`config.mk`:
```
export PLATFORM = sky130hd
export DESIGN_NAME = wr_alloc_unit
export DESIGN_NICKNAME = d
export VERILOG_FILES = /design/src/rtl/wa_pkg.sv /design/src/rtl/wa_page_track.sv /design/src/rtl/wa_region_qual.sv /design/src/rtl/wa_veto.sv /design/src/rtl/wr_alloc_unit.sv
export SDC_FILE = /design/constraint.sdc
export NUM_CORES = 1
export LEC_CHECK = 0
export BUFFER_PORTS_ARGS = -buffer_cell sky130_fd_sc_hd__buf_2
export CAP_MARGIN = 5
export CELL_PAD_IN_SITES_DETAIL_PLACEMENT = 0
export CELL_PAD_IN_SITES_GLOBAL_PLACEMENT = 1
export CORE_MARGIN = 4
export CORE_UTILIZATION = 30
export CTS_CLUSTER_SIZE = 40
export DETAILED_ROUTE_END_ITERATION = 8
export HOLD_SLACK_MARGIN = 0.12
export PLACE_DENSITY = 0.89
export SLEW_MARGIN = 40
export SYNTH_ARGS = -nofsm -noshare
export SYNTH_HDL_FRONTEND = slang
export SYNTH_SLANG_ARGS = --single-unit
```
`constraint.sdc`:
```
create_clock -name clk -period 1.5 [get_ports clk]
set_clock_uncertainty 0.15 [all_clocks]
set_input_delay 0.15 -clock clk [delete_from_list [all_inputs] [get_ports clk]]
set_output_delay 0.15 -clock clk [all_outputs]
set_load 0.03 [all_outputs]
```
`src/rtl/wa_pkg.sv`:
```
package wa_pkg;
  typedef enum logic [1:0] {
    MT_WB = 2'd0,
    MT_WT = 2'd1,
    MT_WC = 2'd2,
    MT_UC = 2'd3
  } mtype_e;
endpackage

```
`src/rtl/wa_page_track.sv`:
```
module wa_page_track #(
  parameter int PAGE_W = 20
) (
  input  logic              clk,
  input  logic              rst,
  input  logic              clr,
  input  logic              load,
  input  logic [PAGE_W-1:0] load_page,
  input  logic [PAGE_W-1:0] look_page,
  output logic              hit
);
  logic              vld_q;
  logic [PAGE_W-1:0] page_q;

  always_ff @(posedge clk) begin
    if (rst || clr) begin
      vld_q  <= 1'b0;
      page_q <= '0;
    end else if (load) begin
      vld_q  <= 1'b1;
      page_q <= load_page;
    end
  end

  assign hit = vld_q && (page_q == look_page);

  // a clear leaves no tracked page
  a_r7_clear: assert property (@(posedge clk) disable iff (rst)
    clr |=> !vld_q);
  // a load without clear captures the page
  a_r7_load: assert property (@(posedge clk) disable iff (rst)
    (load && !clr) |=> (vld_q && page_q == $past(load_page)));
endmodule

```
`src/rtl/wa_region_qual.sv`:
```
module wa_region_qual #(
  parameter int ADDR_W      = 32,
  parameter int LIMIT_W     = 7,
  parameter int LIMIT_SHIFT = 22
) (
  input  logic [ADDR_W-1:0]  addr,
  input  logic [LIMIT_W-1:0] ceiling,
  input  logic               win_en,
  output logic               qualify
);
  localparam int BLK_W = ADDR_W - LIMIT_SHIFT;
  localparam logic [ADDR_W-1:0] HOLE_LO = ADDR_W'(32'h000A_0000);
  localparam logic [ADDR_W-1:0] HOLE_HI = ADDR_W'(32'h000F_FFFF);
  localparam logic [ADDR_W-1:0] WIN_LO  = ADDR_W'(32'h00F0_0000);
  localparam logic [ADDR_W-1:0] WIN_HI  = ADDR_W'(32'h00FF_FFFF);
  localparam int unsigned WIN_MIN_BLK = 32'h0100_0000 >> LIMIT_SHIFT;

  logic below, in_hole, in_win, win_open;

  assign below    = addr[ADDR_W-1:LIMIT_SHIFT] < BLK_W'(ceiling);
  assign in_hole  = (addr >= HOLE_LO) && (addr <= HOLE_HI);
  assign in_win   = (addr >= WIN_LO) && (addr <= WIN_HI);
  assign win_open = win_en && (ceiling >= LIMIT_W'(WIN_MIN_BLK));
  assign qualify  = below && !in_hole && !(in_win && !win_open);

  // a zero ceiling never qualifies
  always_comb a_r3_zero_off: assert (!(ceiling == '0 && qualify));
endmodule

```
`src/rtl/wa_veto.sv`:
```
module wa_veto
  import wa_pkg::*;
(
  input  logic       cache_off,
  input  logic       page_nocache,
  input  logic       test_inhibit,
  input  mtype_e     mtype,
  output logic       veto
);
  logic type_block;
  assign type_block = (mtype == MT_UC) || (mtype == MT_WC);
  assign veto = cache_off || page_nocache || test_inhibit || type_block;
endmodule

```
`src/rtl/wr_alloc_unit.sv`:
```
module wr_alloc_unit
  import wa_pkg::*;
#(
  parameter int ADDR_W      = 32,
  parameter int PAGE_SHIFT  = 12,
  parameter int LIMIT_W     = 7,
  parameter int LIMIT_SHIFT = 22
) (
  input  logic                          clk,
  input  logic                          rst,
  input  logic                          req_valid,
  output logic                          req_ready,
  input  logic [ADDR_W-1:0]             req_addr,
  input  logic                          req_write,
  input  logic                          req_cache_hit,
  input  logic                          req_sector_hit,
  input  logic [1:0]                    req_mtype,
  input  logic                          ctl_cache_off,
  input  logic                          ctl_page_nocache,
  input  logic                          ctl_test_inhibit,
  input  logic [LIMIT_W-1:0]            cfg_ceiling,
  input  logic                          cfg_win_en,
  input  logic                          fill_done,
  input  logic [ADDR_W-PAGE_SHIFT-1:0]  fill_page,
  output logic                          dec_valid,
  input  logic                          dec_ready,
  output logic                          dec_alloc
);
  localparam int PAGE_W = ADDR_W - PAGE_SHIFT;

  logic page_hit, limit_ok, veto, write_miss, decide, accept;

  wa_page_track #(.PAGE_W(PAGE_W)) u_page (
    .clk       (clk),
    .rst       (rst),
    .clr       (ctl_cache_off),
    .load      (fill_done),
    .load_page (fill_page),
    .look_page (req_addr[ADDR_W-1:PAGE_SHIFT]),
    .hit       (page_hit)
  );

  wa_region_qual #(
    .ADDR_W      (ADDR_W),
    .LIMIT_W     (LIMIT_W),
    .LIMIT_SHIFT (LIMIT_SHIFT)
  ) u_region (
    .addr    (req_addr),
    .ceiling (cfg_ceiling),
    .win_en  (cfg_win_en),
    .qualify (limit_ok)
  );

  wa_veto u_veto (
    .cache_off    (ctl_cache_off),
    .page_nocache (ctl_page_nocache),
    .test_inhibit (ctl_test_inhibit),
    .mtype        (mtype_e'(req_mtype)),
    .veto         (veto)
  );

  assign write_miss = req_write && !req_cache_hit;
  assign decide     = write_miss && !veto && (page_hit || req_sector_hit || limit_ok);
  assign req_ready  = !dec_valid || dec_ready;
  assign accept     = req_valid && req_ready;

  always_ff @(posedge clk) begin
    if (rst) begin
      dec_valid <= 1'b0;
      dec_alloc <= 1'b0;
    end else if (accept) begin
      dec_valid <= 1'b1;
      dec_alloc <= decide;
    end else if (dec_ready) begin
      dec_valid <= 1'b0;
      dec_alloc <= 1'b0;
    end
  end

  // control vetoes
  a_r1_ctl_veto: assert property (@(posedge clk) disable iff (rst)
    (accept && (ctl_cache_off || ctl_page_nocache || ctl_test_inhibit)) |=> (dec_valid && !dec_alloc));
  // memory-type vetoes
  a_r2_type_veto: assert property (@(posedge clk) disable iff (rst)
    (accept && req_mtype[1]) |=> !dec_alloc);
  // reads and write hits never allocate
  a_r8_not_miss: assert property (@(posedge clk) disable iff (rst)
    (accept && !(req_write && !req_cache_hit)) |=> (dec_valid && !dec_alloc));
  // a stalled decision holds
  a_r9_hold: assert property (@(posedge clk) disable iff (rst)
    (dec_valid && !dec_ready) |=> (dec_valid && $stable(dec_alloc)));
  // strobe only with valid
  a_r9_qual: assert property (@(posedge clk) disable iff (rst)
    dec_alloc |-> dec_valid);
endmodule

```
# Word-level counts from Yosys, hierarchy flattened
# Cells that the tools add are included.
# Widths: inputs -> output; s select.
dict set report totals {
  ff_bits 23
  output_inout_bits 3
  word_cells 42
}
dict set report classes {
  magnitude_cmp 6
  eq_ne 3
  n_mux 3
  reduce_logical 26
}
# cell count
set ops {}
lappend ops {{$ge 32x20->1 const B} 1}
lappend ops {{$ge 32x24->1 const B} 1}
lappend ops {{$le 32x20->1 const B} 1}
lappend ops {{$le 32x24->1 const B} 1}
lappend ops {{$eq 20x20->1} 1}
lappend ops {{$logic_and 1x1->1} 11}
lappend ops {{$lt 10x7->1} 1}
lappend ops {{$logic_or 1x1->1} 8}
lappend ops {{$ge 7x3->1 const B} 1}
lappend ops {{$logic_not 1->1} 6}
lappend ops {{$eq 2x2->1 const B} 2}
lappend ops {{$mux 1} 3}
lappend ops {{$reduce_bool 2->1} 1}

# Longest topological paths before layout
# Gate-level depths: netlist of the first run.
dict set report logic_depth {
  word_depth 9
  ltp_mapped 7
  mapped_depth_nobuf 7
}

# Modules after synthesis
# From an unflattened synthesis of the first run, not the netlist that was laid out.
dict set report unflattened {
  cells_unflattened 141
  area_unflattened_um2 1277.5
}
# mod instances cells_per_inst area_per_inst_um2 seq_area_each_um2
set modules_own_cells {}
lappend modules_own_cells {wa_page_track 1 96 954.7 420.4}
lappend modules_own_cells {wa_region_qual 1 33 215.2 0.0}
lappend modules_own_cells {wr_alloc_unit 1 11 100.1 40.0}
lappend modules_own_cells {wa_veto 1 1 7.5 0.0}

# Worst setup path after synthesis of the first run
# Ideal clock, no wire load.
dict set report synth_timing {
  path_kind {flip-flop to flip-flop}
  startpoint {register dec_valid}
  endpoint {register dec_alloc}
  arrival_ns 1.437
  path_slack_ns -0.161
  stages_incl_launch_ff 5
  n_path_buf 0
  synth_period_minus_slack_ns 1.661
  cell_sequence {dfxtp_1 -> nand2_1 -> a2111oi_0 -> a31oi_1 -> a31oi_1}
}
dict set report synth_between {
  elab_chain_len 4
  word_cells_on_any_way 5
  cone_classes {mux (1); reduce/logical (4)}
}
# item line_no
set synth_rtl {}
lappend synth_rtl {{start, declared} wr_alloc_unit.sv:25} ;# output logic dec_valid,
lappend synth_rtl {{start signal, assigned} wr_alloc_unit.sv:69} ;# dec_valid <= 1'b0;
lappend synth_rtl {{start signal, assigned} wr_alloc_unit.sv:72} ;# dec_valid <= 1'b1;
lappend synth_rtl {{start signal, assigned} wr_alloc_unit.sv:75} ;# dec_valid <= 1'b0;
lappend synth_rtl {{$logic_not 1->1 *} wr_alloc_unit.sv:64} ;# assign req_ready = !dec_valid || dec_ready;
lappend synth_rtl {{$logic_or 1x1->1 *} wr_alloc_unit.sv:64}
lappend synth_rtl {{named net req_ready} wr_alloc_unit.sv:12} ;# output logic req_ready,
lappend synth_rtl {{$logic_and 1x1->1 *} wr_alloc_unit.sv:65} ;# assign accept = req_valid && req_ready;
lappend synth_rtl {{$mux 1 or $reduce_bool 2->1 (tied branches)} n/a}
lappend synth_rtl {{end signal, assigned} wr_alloc_unit.sv:73} ;# dec_alloc <= decide;
lappend synth_rtl {{end, declared} wr_alloc_unit.sv:27} ;# output logic dec_alloc
# The timed path passes the listed nets; every way through them passes the cells marked *.
# A chain may end at the register's enable or synchronous reset.

# Worst setup path in the final report of the first run
dict set report layout_timing {
  startpoint {register u_page.page_q[9]}
  endpoint {register dec_alloc}
}
dict set report layout_between {
  elab_chain_len 6
}
# item line_no
set layout_rtl {}
lappend layout_rtl {{start, declared} wa_page_track.sv:13} ;# logic [PAGE_W-1:0] page_q;
lappend layout_rtl {{start signal, assigned} wa_page_track.sv:21} ;# page_q <= load_page;
lappend layout_rtl {{$eq 20x20->1} wa_page_track.sv:25} ;# assign hit = vld_q && (page_q == look_page);
lappend layout_rtl {{$logic_and 1x1->1} wa_page_track.sv:25}
lappend layout_rtl {{$logic_or 1x1->1 (2 in a row)} wr_alloc_unit.sv:63} ;# assign decide = write_miss && !veto && (page_hit || req_sector_hit || limit_ok);
lappend layout_rtl {{$logic_and 1x1->1} wr_alloc_unit.sv:63}
lappend layout_rtl {{$mux 1} wr_alloc_unit.sv:71} ;# end else if (accept) begin
# No other way between the ends.

==> results of run 1 <==
## cell families (layout without fill, tap and decap cells)
group	Yosys count	in the layout	synth area share
flip-flops	23	23	0.362
AO/OA/AOI/OAI	14	14	0.0689
AND/OR/NAND/NOR	46	46	0.171
adder cells (fa/ha/maj)	6	6	0.0591
XOR/XNOR	20	20	0.138
buffers and inverters	14	108	0.0433
multiplexers	20	20	0.157
## cell usage after synthesis, types with 2 or more instances
| cell | count |
|---|---|
| clkbuf_1 | 3 |
| buf_2 | 2 |
| nor2_1 | 24 |
| a31oi_1 | 3 |
| nor4_1 | 5 |
| a21oi_1 | 4 |
| o21ai_0 | 3 |
| ha_1 | 6 |
| nand4_1 | 5 |
| mux2i_1 | 20 |
| nand3_1 | 2 |
| nand2_1 | 3 |
| inv_1 | 9 |
| xnor2_1 | 16 |
| xor2_1 | 4 |
| dfxtp_1 | 23 |
| nand2b_1 | 2 |
## report_power, final
part	internal, mW	total (mW)	switching, mW
Clock	0.188	0.401	0.213
Sequential	0.632	0.648	0.0154
Combinational	0.199	0.337	0.139
## through the flow
| stage | utilization | setup slack (ps) | cell area [um2] |
|---|---|---|---|
| floorplan | - | 87.5 | 1270 |
| global placement | 0.415 | -30.6 | 1680 |
| detailed placement | 0.415 | -92.7 | 1680 |
| CTS | 0.495 | 0.665 | 2010 |
| global route | 0.506 | -34.7 | 2050 |
| finish | 0.506 | 56.8 | 2050 |
## metal layers
layer / vias up / track usage / wire length (um)
li1: 678 / - / -
met1: 559 / 0.167 / 1540
met2: 40 / 0.232 / 1730
met3: 8 / 0.0317 / 240
met4: 0 / 0.0430 / 70
met5: - / 0 / 0
## sequential cells by signal, indices dropped and copies added (netlist names)
name           cells
dec_valid          1
dec_alloc          1
u_page.vld_q       1
u_page.page_q     20
## layout make-up
class | count | area, um2
well taps | 50 | 62.6
clock buffers | 3 | 41.3
clock inverters | 1 | 7.51
fillers | 379 | 2000
flip-flops and latches | 23 | 468
multi-input cells | 106 | 802
inverters | 9 | 33.8
repair buffers | 95 | 638
## how the worst max path moves through the flow
stage,from,to,depth (start not counted)
2_1_floorplan,dec_valid,dec_alloc,4
3_3_place_gp,req_addr[27],dec_alloc,7
3_5_place_dp,u_page.page_q[18],dec_alloc,5
4_1_cts,u_page.page_q[16],dec_alloc,5
5_1_grt,u_page.page_q[9],dec_alloc,5
6_report,u_page.page_q[9],dec_alloc,5
## placed cells by master, fill, tap and decap left out, types with 2 or more instances in the layout
| cell | synthesis | routed |
|---|---|---|
| o21ai_0 | 3 | 3 |
| mux2i_1 | 20 | 20 |
| nand2_1 | 3 | 2 |
| clkbuf_8 | 0 | 3 |
| inv_1 | 9 | 9 |
| dlygate4sd3_1 | 0 | 27 |
| nand3_1 | 2 | 2 |
| ha_1 | 6 | 6 |
| nor4_1 | 5 | 4 |
| buf_4 | 0 | 5 |
| dfxtp_1 | 23 | 17 |
| nand2b_1 | 2 | 2 |
| nand4_1 | 5 | 5 |
| a21oi_1 | 4 | 4 |
| xor2_1 | 4 | 4 |
| xnor2_2 | 0 | 5 |
| dfxtp_2 | 0 | 6 |
| a31oi_1 | 3 | 3 |
| nor2_1 | 24 | 24 |
| buf_2 | 2 | 62 |
| xnor2_1 | 16 | 11 |
## critical path: cells and delay by family (launching register included)
kind | cells | cell delay (ps)
flip-flops | 1 | 340
XOR/XNOR | 1 | 150
AND/OR/NAND/NOR | 3 | 590
AO/OA/AOI/OAI | 1 | 140
## repair_timing
| item | CTS | global route |
|---|---|---|
| endpoints found under the setup margin | 1 | 2 |
| hold endpoints to repair | 22 | 1 |
| pin swaps | 4 | 10 |
| gates resized for setup | 1 | 10 |
| hold buffers | 27 | 1 |
==> flow_summary.yaml, run 1 <==
worst_setup_path:
  required_ps: 1550
  reg2reg_to: "dec_alloc"
  critPathMaxFanout: 2
  critPathLaunchType: "register"
  r2r_setup_slack_ps: 60
  reg2regPathDepth: 5
  rr_startpoint: "u_page.page_q[9]"
  slowest_delay_ps: 340
  path_cells: "xnor2_2 -> nand4_1 -> nor4_2 -> nand4_1 -> a31oi_1"
  crit_top_cell: "nand4_1"
  cp.arrival_ps: 1500
  critPathCaptureType: "register"
  slowest_stage: "dfxtp_2"
  critical_path_class: "register to register"
cts:
  cts.sinks: 23
  h-tree-depth: 1
  path_clk_slew_ps: 80
  cts_setup_buffers: 0
  clockRootBuffer: "clkbuf_8"
  clkLatencyLatePin_ps: 270
  cts_tree: "yes"
  clockBufferDepth: 2
  cts_buffers: 3
die:
  core_mm2: 0.00406
  die_x_um: 73.1
  fp.dieH_um: 73.1
  die_area_mm2: 0.00534
  io_pins: 76
  num_rows: 23
  start_util: 0.313
global_route:
  antenna_found_initial: 0
  overflow: 0
  track_usage: 0.136
  grt_pass1_vias: 1252
  grt_max_degree: 22
  grt_pass1_wl_um: 5580
synthesis:
  synth_area_mm2: 0.00127
  synth_ff_type: "dfxtp_1"
  synthArstFlopShare: 0
  syn_inst: 143
  yosysWarnings: 0
  ys_seq_area_frac: 0.362
  synth_area_leaders: "dfxtp_1 36%, mux2i_1 16%, xnor2_1 11%"
  yosys_register_bits: 23
  synth_cell_types: 26
  synth_enable_flop_cells: 0
  synth_top_cell_area_share: 0.362
  synth_nets: 222
  synth.avg_cell_area_um2: 8.89
  synth_area_leader_cell: "dfxtp_1"
cells_and_area:
  layout.cells.non_filler: 287
  syn_to_final_growth_pct: 61.5
  layout.nets: 317
  drive_above_1_share: 0.359
  diodes: 0
detailed_routing:
  ant_nets: 0
  drt-pass1-iter-count: 4
  vias: 1285
  routed_via_density: 4.48
  drt_iter0_drc: 43
  wirelength_um: 3580
  drc_errors: 0
  wl_per_cell_um: 12.5
hold_path:
  hp-class: "input pin to register"
  min_path_cells: 4
  hold_end: "dec_alloc"
  worstHoldStart: "rst"
placement:
  port_buffers: 62
  hpwl_um: 2690
  gp_congestion: 0.772
  dp.cells: 256
timing:
  drv_slew: 0
  timing.final.crit_share: 0.962
  hold_slack_ps: 135
  finalCriticalPeriod_ps: 1440
  setup_violations: 0
  hold_viol_final: 0
  worst_slew_pin_slew_ps: 352
  max_freq_mhz: 693
  rsz0062_at_grt: "yes"
  fin_tns_setup_ps: 0
  relSlewSlack: 0.759
power:
  power_density_mw_per_mm2: 675
  ir_worst_vdd_mv: 0.594
  finalPower_mw: 1.39
  power.leakage_nw: 0.959
outcome:
  outcome: "finished, final reports clean"
run:
  max_cap_violations: 0
Power figures use the tool's default switching activity.
==> inputs of run 2 (changes only) <==
CORE_MARGIN = 2   (was 4)
==> flow_summary.yaml, run 2 (synthesis results as in run 1) <==
global_route:
  grt_pass1_wl_um: 5890
  grt_pass1_vias: 1314
  overflow: 0
  track_usage: 0.150
  antenna_found_initial: 0
  grt_max_degree: 22
  grt.busiest_layer: "met2"
  use_met3: 0.0336
  use_met2: 0.270
  gr-usage-met1: 0.172
timing:
  drv_slew: 0
  hold_viol_final: 0
  max_freq_mhz: 688
  timing.final.crit_share: 0.969
  finalWorstSetupSlack_ps: 47.2
  finalCriticalPeriod_ps: 1450
  setup_violations: 0
  rsz0062_at_grt: "no"
  fin_tns_setup_ps: 0
  worst_slew_pin_slew_ps: 343
  relSlewSlack: 0.765
placement:
  gp_congestion: 0.834
  hpwl_um: 2590
  place_area_mm2: 0.00168
  dp_slack_ps: -33.1
  port_buffers: 62
detailed_routing:
  wl_per_cell_um: 12.2
  routed_via_density: 4.56
  vias: 1313
  ant_nets: 0
  drt-pass1-iter-count: 3
  drt_iter0_drc: 11
  drc_errors: 0
  wirelength_um: 3500
worst_setup_path:
  critPathLaunchType: "input pin"
  reg2reg_to: "dec_alloc"
  rr_startpoint: "u_page.page_q[16]"
  critPathMaxFanout: 4
  r2r_setup_slack_ps: 130
  cp.arrival_ps: 1460
  critical_path_class: "input pin to register"
  critPathCaptureType: "register"
  required_ps: 1510
  reg2regPathDepth: 5
cells_and_area:
  final_util: 0.511
  largest_register_ffs: 20
  design_area_mm2: 0.00206
  regMostFlops: "u_page.page_q"
  layout.nets: 318
  layout_common_cells: "62 x buf_2, 28 x dlygate4sd3_1, 24 x nor2_1"
  final_common_cell: "buf_2"
  syn_to_final_growth_pct: 62.1
  diodes: 0
  drive_above_1_share: 0.357
die:
  num_rows: 23
  die_x_um: 69.1
  fp.dieH_um: 69.1
  core_mm2: 0.00403
  start_util: 0.316
  io_pins: 76
  die_area_mm2: 0.00477
cts:
  cts_buffers: 3
  clkLatencyLatePin_ps: 270
  cts.sinks: 23
  clockRootBuffer: "clkbuf_8"
  path_clk_slew_ps: 90
  clockBufferDepth: 2
  cts_tree: "yes"
  h-tree-depth: 1
hold_path:
  hp-class: "input pin to register"
  hold_end: "dec_alloc"
  min_path_cells: 5
  worstHoldStart: "req_addr[31]"
power:
  power.leakage_nw: 0.970
  ir_worst_vdd_mv: 0.404
  power_density_mw_per_mm2: 670
run:
  max_cap_violations: 0
outcome:
  outcome: "finished, final reports clean"
==> run 2: worst max-delay path by stage <==
stage | endpoint | depth (start not counted) | from
finish | dec_valid | 5 | req_valid
global route | dec_alloc | 5 | u_page.page_q[15]
CTS | dec_alloc | 5 | u_page.page_q[2]
detailed placement | dec_alloc | 7 | req_addr[27]
global placement | dec_alloc | 7 | req_addr[27]
floorplan | dec_alloc | 4 | dec_valid
==> run 2: timing repair <==
item / 4_1_cts / 5_1_grt
gates resized for setup: 0 / 11
hold buffers: 28 / 0
endpoints found under the setup margin: 0 / 1
hold endpoints to repair: 22 / 0
setup buffers: 0 / 0
==> run 2: per-layer routing <==
metal | share of wire | up-vias
li1 | - | 684
met2 | 0.50 | 35
met3 | 0.049 | 6
met5 | 0 | -
met1 | 0.43 | 588
met4 | 0.017 | 0
==> run 2: report_power, final <==
group | switching, mW | total, mW | leakage (nW) | internal, mW
combinational | 0.140 | 0.341 | 0.755 | 0.201
sequential | 0.0154 | 0.648 | 0.190 | 0.632
clock | 0.207 | 0.393 | 0.0255 | 0.186
==> run 2: final cells by class <==
| class | count | area, um2 |
|---|---|---|
| Fill cell | 399 | 1970 |
| Multi-Input combinational cell | 106 | 802 |
| Timing Repair Buffer | 96 | 648 |
| Sequential cell | 23 | 468 |
| Tap cell | 50 | 62.6 |
| Clock buffer | 3 | 41.3 |
| Inverter | 9 | 33.8 |
| Clock inverter | 1 | 5.00 |
==> run 2: worst max-delay path, cell delays in order <==
cell and delay [ps]:
dlygate4sd3_1 530, buf_2 140, inv_1 50, a21oi_1 50
dlygate4sd3_1 540
==> run 2: stage by stage <==
step | cells | hold WS [ps] | power [mW]
2_1_floorplan | 143 | 61.7 | 0.799
3_3_place_gp | 256 | 186 | 0.931
3_5_place_dp | 256 | 185 | 0.935
4_1_cts | 288 | 141 | 1.39
5_1_grt | 288 | 199 | 1.47
6_report | 288 | 158 | 1.38
